==> src/rtl/branch_sync_ctrl.sv <==
module branch_sync_ctrl #(
  parameter int CW = 8,
  parameter int AW = 32
) (
  input  logic          clk,
  input  logic          rst_n,
  input  logic          trace_en,
  input  logic          ret_valid,
  input  logic          ret_branch,
  input  logic [AW-1:0] branch_target,
  input  logic          branch_secure,
  input  logic          lowpwr_dbg,
  input  logic          evt_in,
  input  logic          evt_en,
  output logic          req_valid,
  input  logic          req_ready,
  output logic          req_sync,
  output logic [CW-1:0] req_count,
  output logic [AW-1:0] req_addr
);
  localparam logic [CW-1:0] LAST = {{(CW-1){1'b1}}, 1'b0};

  logic          en_q, lp_q, pend, late;
  logic [CW-1:0] scnt, mcnt;

  wire is_br    = ret_valid & ret_branch & trace_en;
  wire busy     = req_valid & ~req_ready;
  wire acc      = req_valid & req_ready;
  wire issue    = is_br & ~branch_secure & ~busy;
  wire sec_hit  = is_br & branch_secure;
  wire lost     = is_br & ~branch_secure & busy;
  wire bump     = ret_valid & trace_en & ~issue;
  wire ovf      = bump & (scnt == LAST);
  wire per_hit  = acc & (mcnt == LAST);
  wire en_rise  = trace_en & ~en_q;
  wire lp_exit  = lp_q & ~lowpwr_dbg;
  wire evt      = evt_in & evt_en & trace_en;
  wire trig     = en_rise | lp_exit | evt | sec_hit | lost | ovf | per_hit;
  wire acc_sync = acc & req_sync;

  always_ff @(posedge clk) begin
    if (!rst_n) begin
      en_q <= 1'b0;
      lp_q <= 1'b0;
    end else begin
      en_q <= trace_en;
      lp_q <= lowpwr_dbg;
    end
  end

  always_ff @(posedge clk) begin
    if (!rst_n)          scnt <= '0;
    else if (!trace_en)  scnt <= '0;
    else if (issue)      scnt <= '0;
    else if (ovf)        scnt <= '0;
    else if (bump)       scnt <= scnt + 1'b1;
  end

  always_ff @(posedge clk) begin
    if (!rst_n)       mcnt <= '0;
    else if (per_hit) mcnt <= '0;
    else if (acc)     mcnt <= mcnt + 1'b1;
  end

  always_ff @(posedge clk) begin
    if (!rst_n) begin
      pend <= 1'b1;
      late <= 1'b0;
    end else begin
      if (acc_sync)  pend <= issue | late | trig;
      else if (trig) pend <= 1'b1;
      if (issue | acc) late <= 1'b0;
      else if (req_valid & trig) late <= 1'b1;
    end
  end

  always_ff @(posedge clk) begin
    if (!rst_n) begin
      req_valid <= 1'b0;
      req_sync  <= 1'b0;
      req_count <= '0;
      req_addr  <= '0;
    end else if (issue) begin
      req_valid <= 1'b1;
      req_sync  <= pend | trig;
      req_count <= scnt + 1'b1;
      req_addr  <= branch_target;
    end else if (req_ready) begin
      req_valid <= 1'b0;
    end
  end
endmodule


==> config.mk <==
export PLATFORM = sky130hd
export DESIGN_NAME = branch_sync_ctrl
export DESIGN_NICKNAME = d
export VERILOG_FILES = /design/src/rtl/branch_sync_ctrl.sv
export SDC_FILE = /design/constraint.sdc
export NUM_CORES = 1
export LEC_CHECK = 0
export ABC_CLOCK_PERIOD_IN_PS = 1450
export BUFFER_PORTS_ARGS = -buffer_cell sky130_fd_sc_hd__buf_2
export CAP_MARGIN = 20
export CORE_MARGIN = 2
export CORE_UTILIZATION = 25
export CTS_CLUSTER_DIAMETER = 120
export DETAILED_ROUTE_END_ITERATION = 16
export PLACE_DENSITY = 0.56
export RECOVER_POWER = 50
export REMOVE_ABC_BUFFERS = 1
export SYNTH_ARGS = -nofsm -noshare
export SYNTH_HDL_FRONTEND = slang
export SYNTH_SLANG_ARGS = --single-unit
==> constraint.sdc <==
create_clock -name clk -period 1.45 [get_ports clk]
set_input_delay 0 -clock clk [delete_from_list [all_inputs] [get_ports clk]]
set_output_delay 0 -clock clk [all_outputs]
set_load 0.05 [all_outputs]
==> impl_metrics.py, run 1 <==
metrics = {
    "run_status": {
        "status": "finished with violations",
        "failed_checks": "setup timing",
    },
    "drt": {
        "postRouteAntennaNets": 0,
        "avgRoutedWirePerCell_um": 11.6,
        "drc_errors": 0,
        "drt_first_pass_iters": 4,
        "drt-vias-per-instance": 4.27,
        "drt_iter0_markers": 85,
        "vias": 2471,
        "wirelength_um": 6710,
    },
    "sta": {
        "final.setup.tns_ns": -0.00110,
        "fin_worst_skew_ns": 0.00614,
        "min_period_ns": 1.45,
        "rsz0062_at_grt": "yes",
        "finalSetupViolations": 2,
        "worst_slack_ns": -0.000694,
        "slew_viol_final": 0,
        "fin_crit_sh_pct": 100,
        "max_clock_freq_mhz": 689,
        "hold_viol_final": 0,
        "relSlewSlack_pct": 57.2,
        "tightest_slew_ns": 0.645,
    },
    "global_route": {
        "grt.overflow.total": 0,
        "grt_use_met3_pct": 3.59,
        "grtUsageMet1_pct": 14.4,
        "grt_max_degree": 34,
        "grt_pass1_vias": 2362,
        "grtUsageMet2_pct": 20.5,
        "antenna_found_initial": 0,
        "grt_pass1_wl_um": 10800,
        "grt.total_usage_pct": 12.1,
        "grt_busiest_layer": "met2",
    },
    "clocking": {
        "root_buffer": "clkbuf_8",
        "htreeDepth": 3,
        "path_clk_slew_ns": 0.07,
        "clk_path_buf_depth": 2,
        "cts_tree": "yes",
        "clock_latency_ns": 0.33,
        "cts_buffers": 9,
        "cts.sink_count": 62,
    },
    "worst_setup_path": {
        "critical_path_required_ns": 1.66,
        "reg2reg_to": "pend",
        "critPathKind": "reg2reg",
        "cp_max_fo": 5,
        "start_kind": "register",
        "critPathArrivalTime_ns": 1.66,
        "r2r_cells": 5,
        "timing.reg2reg.setup_slack_ns": -0.0007,
        "r2r_start": "req_valid",
        "cp-end-kind": "register",
    },
    "cells_and_area": {
        "fillCellCount": 1047,
        "layout.nets": 484,
        "drive_gt1_share_pct": 25.1,
        "final_area_um2": 3850,
        "area_growth_pct": 49.6,
        "diodes": 0,
    },
    "placed_design": {
        "place_area_um2": 3270,
        "io_buffers": 83,
        "place_congestion": 0.775,
        "hpwl_um": 4540,
    },
    "power_and_ir_drop": {
        "p_leak_uw": 0.00140,
        "power_density_nw_per_um2": 929,
        "peakVddDrop_mv": 0.319,
    },
    "worst_hold_path": {
        "min_path_type": "in2reg",
        "whs_endpoint": "mcnt[1]",
        "holdPathStages": 2,
        "min_from": "req_ready",
    },
    "logic_synthesis": {
        "synth-edff-count": 0,
        "yosys.cell_count.top_type": "nand2_1",
        "synth.distinct_cells": 37,
        "ys.flop_type": "dfxtp_1",
        "synth-seq-cells": 62,
        "synth_area_leaders": "dfxtp_1 48%, nand2_1 11%, a21oi_1 7.4%",
        "synth_common_cells": "73 x nand2_1, 62 x dfxtp_1, 38 x a21oi_1, 27 x nor2_1, 13 x xnor2_1",
        "yosysWarningCount": 0,
        "synth_cells": 300,
        "synth_top_area_cell": "dfxtp_1",
        "synth.cell_area_um2": 2570,
        "ys_seq_area_share_pct": 48.2,
        "synth_top_area_share_pct": 48.2,
        "avgSynthCellArea_um2": 8.58,
        "synthArstFlopShare_pct": 0,
    },
    "floorplanning": {
        "rows": 37,
        "fp.dieW_um": 105,
        "die_h_um": 105,
        "pin_count": 84,
        "start_util_pct": 25.4,
        "coreArea_um2": 10100,
        "design.die.area_um2": 11100,
    },
    "job": {
        "maxCapViolCount": 0,
    },
}
## flip-flops by register name (all words and copies together) (netlist names)
signal and flops:
pend 1, req_count 8, scnt 8, req_addr 32, en_q 1, req_valid 1, late 1, req_sync 1
lp_q 1, mcnt 8
## report_power, final
part	total, µW	switching [µW]	internal (µW)
Clock	1400	645	755
Sequential	1750	20.1	1730
Combinational	422	247	175
Total	3580	913	2660
## critical path: stages, from the launching register on
cell,delay (ns)
dfxtp_4,0.35
nor2b_4,0.14
o211a_1,0.25
a2111oi_4,0.33
buf_4,0.18
nand4_1,0.08
## through the flow
step	cells	hold slack [ns]	worst slack [ns]	util (%)	total power, µW
2_1_floorplan	284	0.0739	-0.674	-	1990
3_5_place_dp	525	0.247	-0.00690	32.3	2140
3_3_place_gp	525	0.242	0.0332	32.3	2140
5_1_grt	579	0.0560	-0.0726	38.0	3750
6_report	579	0.0299	-0.000694	38.0	3580
4_1_cts	575	0.0155	0.00376	37.6	3620
## worst max path at each step
| stage | end | slack (ns) | from | cells after the start |
|---|---|---|---|---|
| final | pend | -0.0007 | req_valid | 5 |
| after global routing | scnt[5] | -0.07 | scnt[1] | 5 |
| after CTS | late | 0.004 | mcnt[0] | 7 |
| after detailed placement | pend | -0.007 | mcnt[0] | 7 |
| after global placement | pend | 0.03 | mcnt[0] | 7 |
| after floorplan | scnt[1] | -0.67 | req_valid | 4 |
## final cells by class
cell class	instances	area, µm²	area share (%)
multi-input cells	216	1290	33.5
flip-flops and latches	62	1250	32.5
repair buffers	143	928	24.1
well taps	136	170	4.42
clock buffers	13	169	4.38
inverters	6	25.0	0.650
clock inverters	3	17.5	0.455
## cells by family (layout without fill, tap and decap cells)
logic type,after synthesis,count (layout),synth area share (%)
compound gates,64,64,16.3
buf+inv,22,165,4.47
flops,62,62,48.2
simple gates,129,129,22.6
xor+xnor,19,19,6.46
fa+ha+maj,4,4,1.94
## cells in the final DEF, fill, tap and decap left out, drive strengths merged, types with 2 or more instances in the layout
cell / instances
xor2: 6
clkbuf: 55
a211oi: 9
clkinv: 2
nand4: 3
buf: 67
dlygate4sd3: 34
inv: 6
and2: 2
o21ai: 6
nor2: 27
nand2: 74
xnor2: 13
a311oi: 2
nand3: 8
a2111oi: 3
and3: 4
ha: 4
nand2b: 3
a21oi: 38
dfxtp: 62
nor3: 5
## timing repair
item                       in CTS  in global routing
buffers inserted                0                  4
setup endpoints to repair       3                 23
gates resized for setup         4                 20
hold buffers                   34                  0
hold endpoints to repair       38                  0
pin swaps                       1                 14
## per-layer routing
metal	vias up	share of wire (%)
met5	-	0
li1	1287	-
met1	1111	47
met2	60	47
met3	13	5.0
met4	0	1.5
(Power assumes the default switching activity.)
==> inputs of run 2 (changes only) <==
Settings changed: ABC_AREA set to 1.
==> run 2 against run 1 <==
Effect of this change:
- the flow now finishes without violations
- clock skew is 0.0042 ns higher
- power down 1.5%
- synthesized area decreased by 2.5%
- via count rose by 2.5%
==> impl_metrics.py, run 2 <==
metrics = {
    "logic_synthesis": {
        "synth_area_leaders": "dfxtp_1 49%, nor2_1 14%, o21ai_0 7.8%",
        "synth_top_area_share_pct": 49.5,
        "ys_seq_area_share_pct": 49.5,
        "synthArstFlopShare_pct": 0,
        "synth_top_area_cell": "dfxtp_1",
        "synth-edff-count": 0,
        "ys.flop_type": "dfxtp_1",
        "avgSynthCellArea_um2": 7.56,
        "yosys.cell_count.top_type": "nor2_1",
        "synth_cells": 332,
        "synth-seq-cells": 62,
        "synth_common_cells": "95 x nor2_1, 62 x dfxtp_1, 39 x nand2_1, 39 x o21ai_0, 23 x inv_1",
        "synth.distinct_cells": 30,
        "synth.cell_area_um2": 2510,
        "yosysWarningCount": 0,
    },
    "placed_design": {
        "io_buffers": 83,
        "hpwl_um": 4390,
        "place_inst": 544,
        "place_area_um2": 3070,
        "pre_cts_slack_ns": 0.0869,
        "place_congestion": 0.858,
    },
    "floorplanning": {
        "pin_count": 84,
        "die_h_um": 104,
        "fp.dieW_um": 104,
        "coreArea_um2": 9770,
        "design.die.area_um2": 10900,
        "start_util_pct": 25.7,
        "rows": 36,
    },
    "cells_and_area": {
        "final_area_um2": 3590,
        "regArea_um2": 1240,
        "final_common_cell": "nor2_1",
        "final_cell_mix": "92 x nor2_1, 62 x dfxtp_1, 42 x clkbuf_1",
        "fillCellCount": 1048,
        "diodes": 0,
        "largest_reg_flops": 32,
        "top_register": "req_addr",
        "area_growth_pct": 42.9,
        "drive_gt1_share_pct": 17.9,
        "final_cells": 597,
        "multiInputGateArea_um2": 1100,
        "final_util_pct": 36.7,
        "layout.nets": 507,
    },
    "clocking": {
        "root_buffer": "clkbuf_8",
        "path_clk_slew_ns": 0.07,
        "htreeDepth": 3,
        "cts_buffers": 9,
        "cts.sink_count": 62,
        "cts_tree": "yes",
        "clock_latency_ns": 0.34,
        "clk_path_buf_depth": 2,
    },
    "run_status": {
        "status": "complete, no violations",
    },
    "sta": {
        "slew_viol_final": 0,
        "max_clock_freq_mhz": 749,
        "worst_slack_ns": 0.115,
        "hold_viol_final": 0,
        "fin_worst_skew_ns": 0.0103,
        "tightest_slew_ns": 0.635,
        "finalSetupViolations": 0,
        "fin_crit_sh_pct": 92.1,
        "min_period_ns": 1.34,
        "relSlewSlack_pct": 57.8,
    },
    "global_route": {
        "grt_pass1_wl_um": 11100,
        "grt.overflow.total": 0,
        "grt.total_usage_pct": 12.7,
        "grt_max_degree": 35,
        "antenna_found_initial": 0,
        "grt_pass1_vias": 2445,
    },
    "drt": {
        "avgRoutedWirePerCell_um": 11.3,
        "drc_errors": 0,
        "wirelength_um": 6720,
        "drt-vias-per-instance": 4.24,
        "drt_iter0_markers": 77,
        "vias": 2534,
        "drt_first_pass_iters": 4,
        "postRouteAntennaNets": 0,
    },
    "power_and_ir_drop": {
        "pwr-share-clk_pct": 36.7,
        "p_sw_share_pct": 27.4,
        "p_int_uw": 2560,
        "p_seq_share_pct": 50.3,
        "combinationalPowerShare_pct": 13.0,
        "power_density_nw_per_um2": 983,
        "p_switching_uw": 967,
        "p_leak_uw": 0.00157,
        "peakVddDrop_mv": 0.484,
    },
    "worst_setup_path": {
        "critical_path_required_ns": 1.68,
        "critPathArrivalTime_ns": 1.56,
        "cp-end-kind": "register",
        "critPathKind": "reg2reg",
        "start_kind": "register",
        "cp_max_fo": 3,
    },
    "job": {
        "maxCapViolCount": 0,
    },
    "worst_hold_path": {
        "min_path_type": "in2reg",
    },
}
## run 2: changes by cell type in the layout (fill, tap and decap cells not counted), moves of 3 or more
cell | before | now
nor2_1 | 22 | 92
nand2_1 | 73 | 38
o21ai_0 | 6 | 39
a21oi_1 | 38 | 14
inv_1 | 4 | 23
buf_4 | 23 | 9
xnor2_1 | 13 | 1
a211oi_1 | 7 | 0
and3_1 | 4 | 0
dfxtp_1 | 58 | 62
o21ai_1 | 0 | 4
nand2_2 | 1 | 4
nand3_1 | 5 | 8
## run 2: power groups by stage
stage	registers, µW	logic [µW]	clock network (µW)
global route	1780	494	1440
global placement	1810	383	0
finish	1770	457	1290
detailed placement	1810	386	0
floorplan	1950	97.8	0
CTS	1770	460	1360
## run 2: path summary, 6_finish.rpt
check,start,end,slack [ns],cells after the start
worst min register to register,late,late,0.46,2
worst min-delay path,rst_n,lp_q,0.02,3
worst max-delay path,mcnt[0],late,0.11,10
worst max register to register,mcnt[0],late,0.11,10
## run 2: cell families after synthesis
kind of cell             share of synthesized area [%]
AND/OR/NAND/NOR                                   26.1
adder cells (fa/ha/maj)                           1.99
flip-flops                                        49.5
AO/OA/AOI/OAI                                     12.8
XOR/XNOR                                          2.44
buffers and inverters                             7.28
## run 2: cell type report
cell class / instances / area share [%]
clock buffer: 10 / 3.84
clock inverter: 4 / 0.698
inverter: 26 / 2.72
multi-input combinational: 231 / 30.7
sequential: 62 / 34.6
tap: 133 / 4.64
timing repair buffer: 131 / 22.8
## run 2: critical path, stage by stage (launching register included)
cell,delay (ns)
dfxtp_1,0.36
inv_1,0.08
ha_1,0.20
inv_1,0.05
nor2_1,0.04
nand3_1,0.09
inv_1,0.05
nor2_1,0.17
nand2_1,0.08
nand2_1,0.06
a21oi_1,0.05
## run 2: what timing repair did
| item | CTS | global route |
|---|---|---|
| resized for setup | 0 | 7 |
| hold buffers | 36 | 0 |
| buffers inserted | 0 | 3 |
| endpoints found under the hold margin | 36 | 0 |
| setup endpoints to repair | 0 | 36 |
## run 2: layer usage
metal / wire [µm] / global-route usage [%]
met5: 0 / 0
met4: 55 / 5.12
met3: 342 / 4.39
met2: 3350 / 22.0
met1: 2970 / 14.3
## run 2: metrics by stage
stage | hold WS (ns) | power [µW] | TNS (ns)
after CTS | 0.00738 | 3590 | 0
after global routing | 0.0347 | 3710 | -0.00109
final | 0.0239 | 3520 | 0
after global placement | 0.192 | 2190 | 0
after detailed placement | 0.198 | 2200 | 0
after floorplan | 0.0935 | 2050 | -22.40
==> inputs of run 3 (changes only) <==
Settings changed: MAX_ROUTING_LAYER set to met4.
==> run 3 against run 2 <==
Effect of this change:
- combinational power is essentially flat
- clock skew is essentially flat
- die area is the same
- cell count is the same
- highest routed layer unchanged
==> impl_metrics.py, run 3 (same netlist as run 2, synthesis figures left out) <==
metrics = {
    "clocking": {
        "clk_path_buf_depth": 2,
        "path_clk_slew_ns": 0.07,
        "cts.sink_count": 62,
        "root_buffer": "clkbuf_8",
        "cts_buffers": 9,
        "cts_tree": "yes",
        "clock_latency_ns": 0.34,
        "htreeDepth": 3,
    },
    "worst_setup_path": {
        "cp_max_fo": 3,
        "r2r_cells": 10,
        "critical_path_required_ns": 1.68,
        "critPathArrivalTime_ns": 1.56,
        "start_kind": "register",
        "cp-end-kind": "register",
        "critPathKind": "reg2reg",
    },
    "cells_and_area": {
        "top_register": "req_addr",
        "layout.nets": 507,
        "final_area_um2": 3590,
        "multiInputGateArea_um2": 1100,
        "regArea_um2": 1240,
        "final_cell_mix": "92 x nor2_1, 62 x dfxtp_1, 42 x clkbuf_1",
        "diodes": 0,
        "final_common_cell": "nor2_1",
        "fillCellCount": 1048,
        "final_cells": 597,
        "largest_reg_flops": 32,
        "area_growth_pct": 42.9,
        "drive_gt1_share_pct": 17.9,
    },
    "global_route": {
        "antenna_found_initial": 0,
        "grt_pass1_vias": 2447,
        "grt.overflow.total": 0,
        "grt_max_degree": 35,
        "grt.total_usage_pct": 13.1,
        "grt_pass1_wl_um": 11100,
    },
    "power_and_ir_drop": {
        "peakVddDrop_mv": 0.486,
        "power_density_nw_per_um2": 983,
        "p_leak_uw": 0.00157,
        "p_total_uw": 3530,
    },
    "sta": {
        "fin_worst_skew_ns": 0.0103,
        "min_period_ns": 1.34,
        "slew_viol_final": 0,
        "max_clock_freq_mhz": 749,
        "finalSetupViolations": 0,
        "fin_crit_sh_pct": 92.1,
        "worst_slack_ns": 0.114,
        "tightest_slew_ns": 0.635,
        "relSlewSlack_pct": 57.8,
        "hold_viol_final": 0,
        "whs_ns": 0.0255,
    },
    "floorplanning": {
        "start_util_pct": 25.7,
        "pin_count": 84,
        "rows": 36,
        "die_h_um": 104,
        "fp.dieW_um": 104,
        "coreArea_um2": 9770,
        "design.die.area_um2": 10900,
    },
    "drt": {
        "drt_first_pass_iters": 4,
        "wirelength_um": 6720,
        "drt-vias-per-instance": 4.25,
        "vias": 2540,
        "avgRoutedWirePerCell_um": 11.3,
        "drc_errors": 0,
        "postRouteAntennaNets": 0,
        "drt_iter0_markers": 79,
    },
    "placed_design": {
        "place_area_um2": 3070,
        "pre_cts_slack_ns": 0.0869,
        "place_inst": 544,
        "io_buffers": 83,
        "hpwl_um": 4390,
        "place_congestion": 0.872,
    },
    "run_status": {
        "status": "complete, no violations",
    },
    "job": {
        "maxCapViolCount": 0,
    },
    "worst_hold_path": {
        "min_path_type": "in2reg",
        "holdPathStages": 3,
    },
}
run 3: cell counts in the layout (fill, tap and decap cells not counted):
No cell type changed its count.
run 3: cell type report:
class                   instances  share of cell area, %
well taps                     133                   4.64
multi-input cells             231                   30.7
inverters                      26                   2.72
clock buffers                  10                   3.84
clock inverters                 4                  0.698
flip-flops and latches         62                   34.6
repair buffers                131                   22.8
run 3: power by group:
part	internal [µW]	switching, µW
clock	640	655
sequential	1750	23.7
combinational	167	290
total	2560	968
run 3: final timing paths:
path | slack, ns | startpoint | to
max reg2reg | 0.11 | mcnt[0] | late
min | 0.03 | rst_n | lp_q
min reg2reg | 0.46 | late | late
max | 0.11 | mcnt[0] | late
run 3: stage by stage:
step / setup TNS (ns) / utilization, %
6_report: 0 / 36.7
5_1_grt: -0.00109 / 36.7
4_1_cts: 0 / 36.8
2_1_floorplan: -22.40 / -
3_5_place_dp: 0 / 31.5
3_3_place_gp: 0 / 31.5
run 3: worst max-delay path, stage by stage (launching register included):
cell,delay [ns]
dfxtp_1,0.36
inv_1,0.08
ha_1,0.20
inv_1,0.05
nor2_1,0.04
nand3_1,0.09
inv_1,0.05
nor2_1,0.17
nand2_1,0.08
nand2_1,0.06
a21oi_1,0.05
run 3: timing repair:
action | CTS | global route
hold buffers | 36 | 0
endpoints found under the setup margin | 0 | 36
gates resized for setup | 0 | 7
buffers inserted | 0 | 3
endpoints found under the hold margin | 36 | 0
run 3: metal layers:
layer / vias to the layer above / track usage [%] / wire (µm)
met1: 1161 / 14.6 / 2990
met2: 58 / 22.0 / 3360
li1: 1313 / - / -
met3: 8 / 3.95 / 318
met5: - / - / 0
met4: 0 / 5.12 / 56
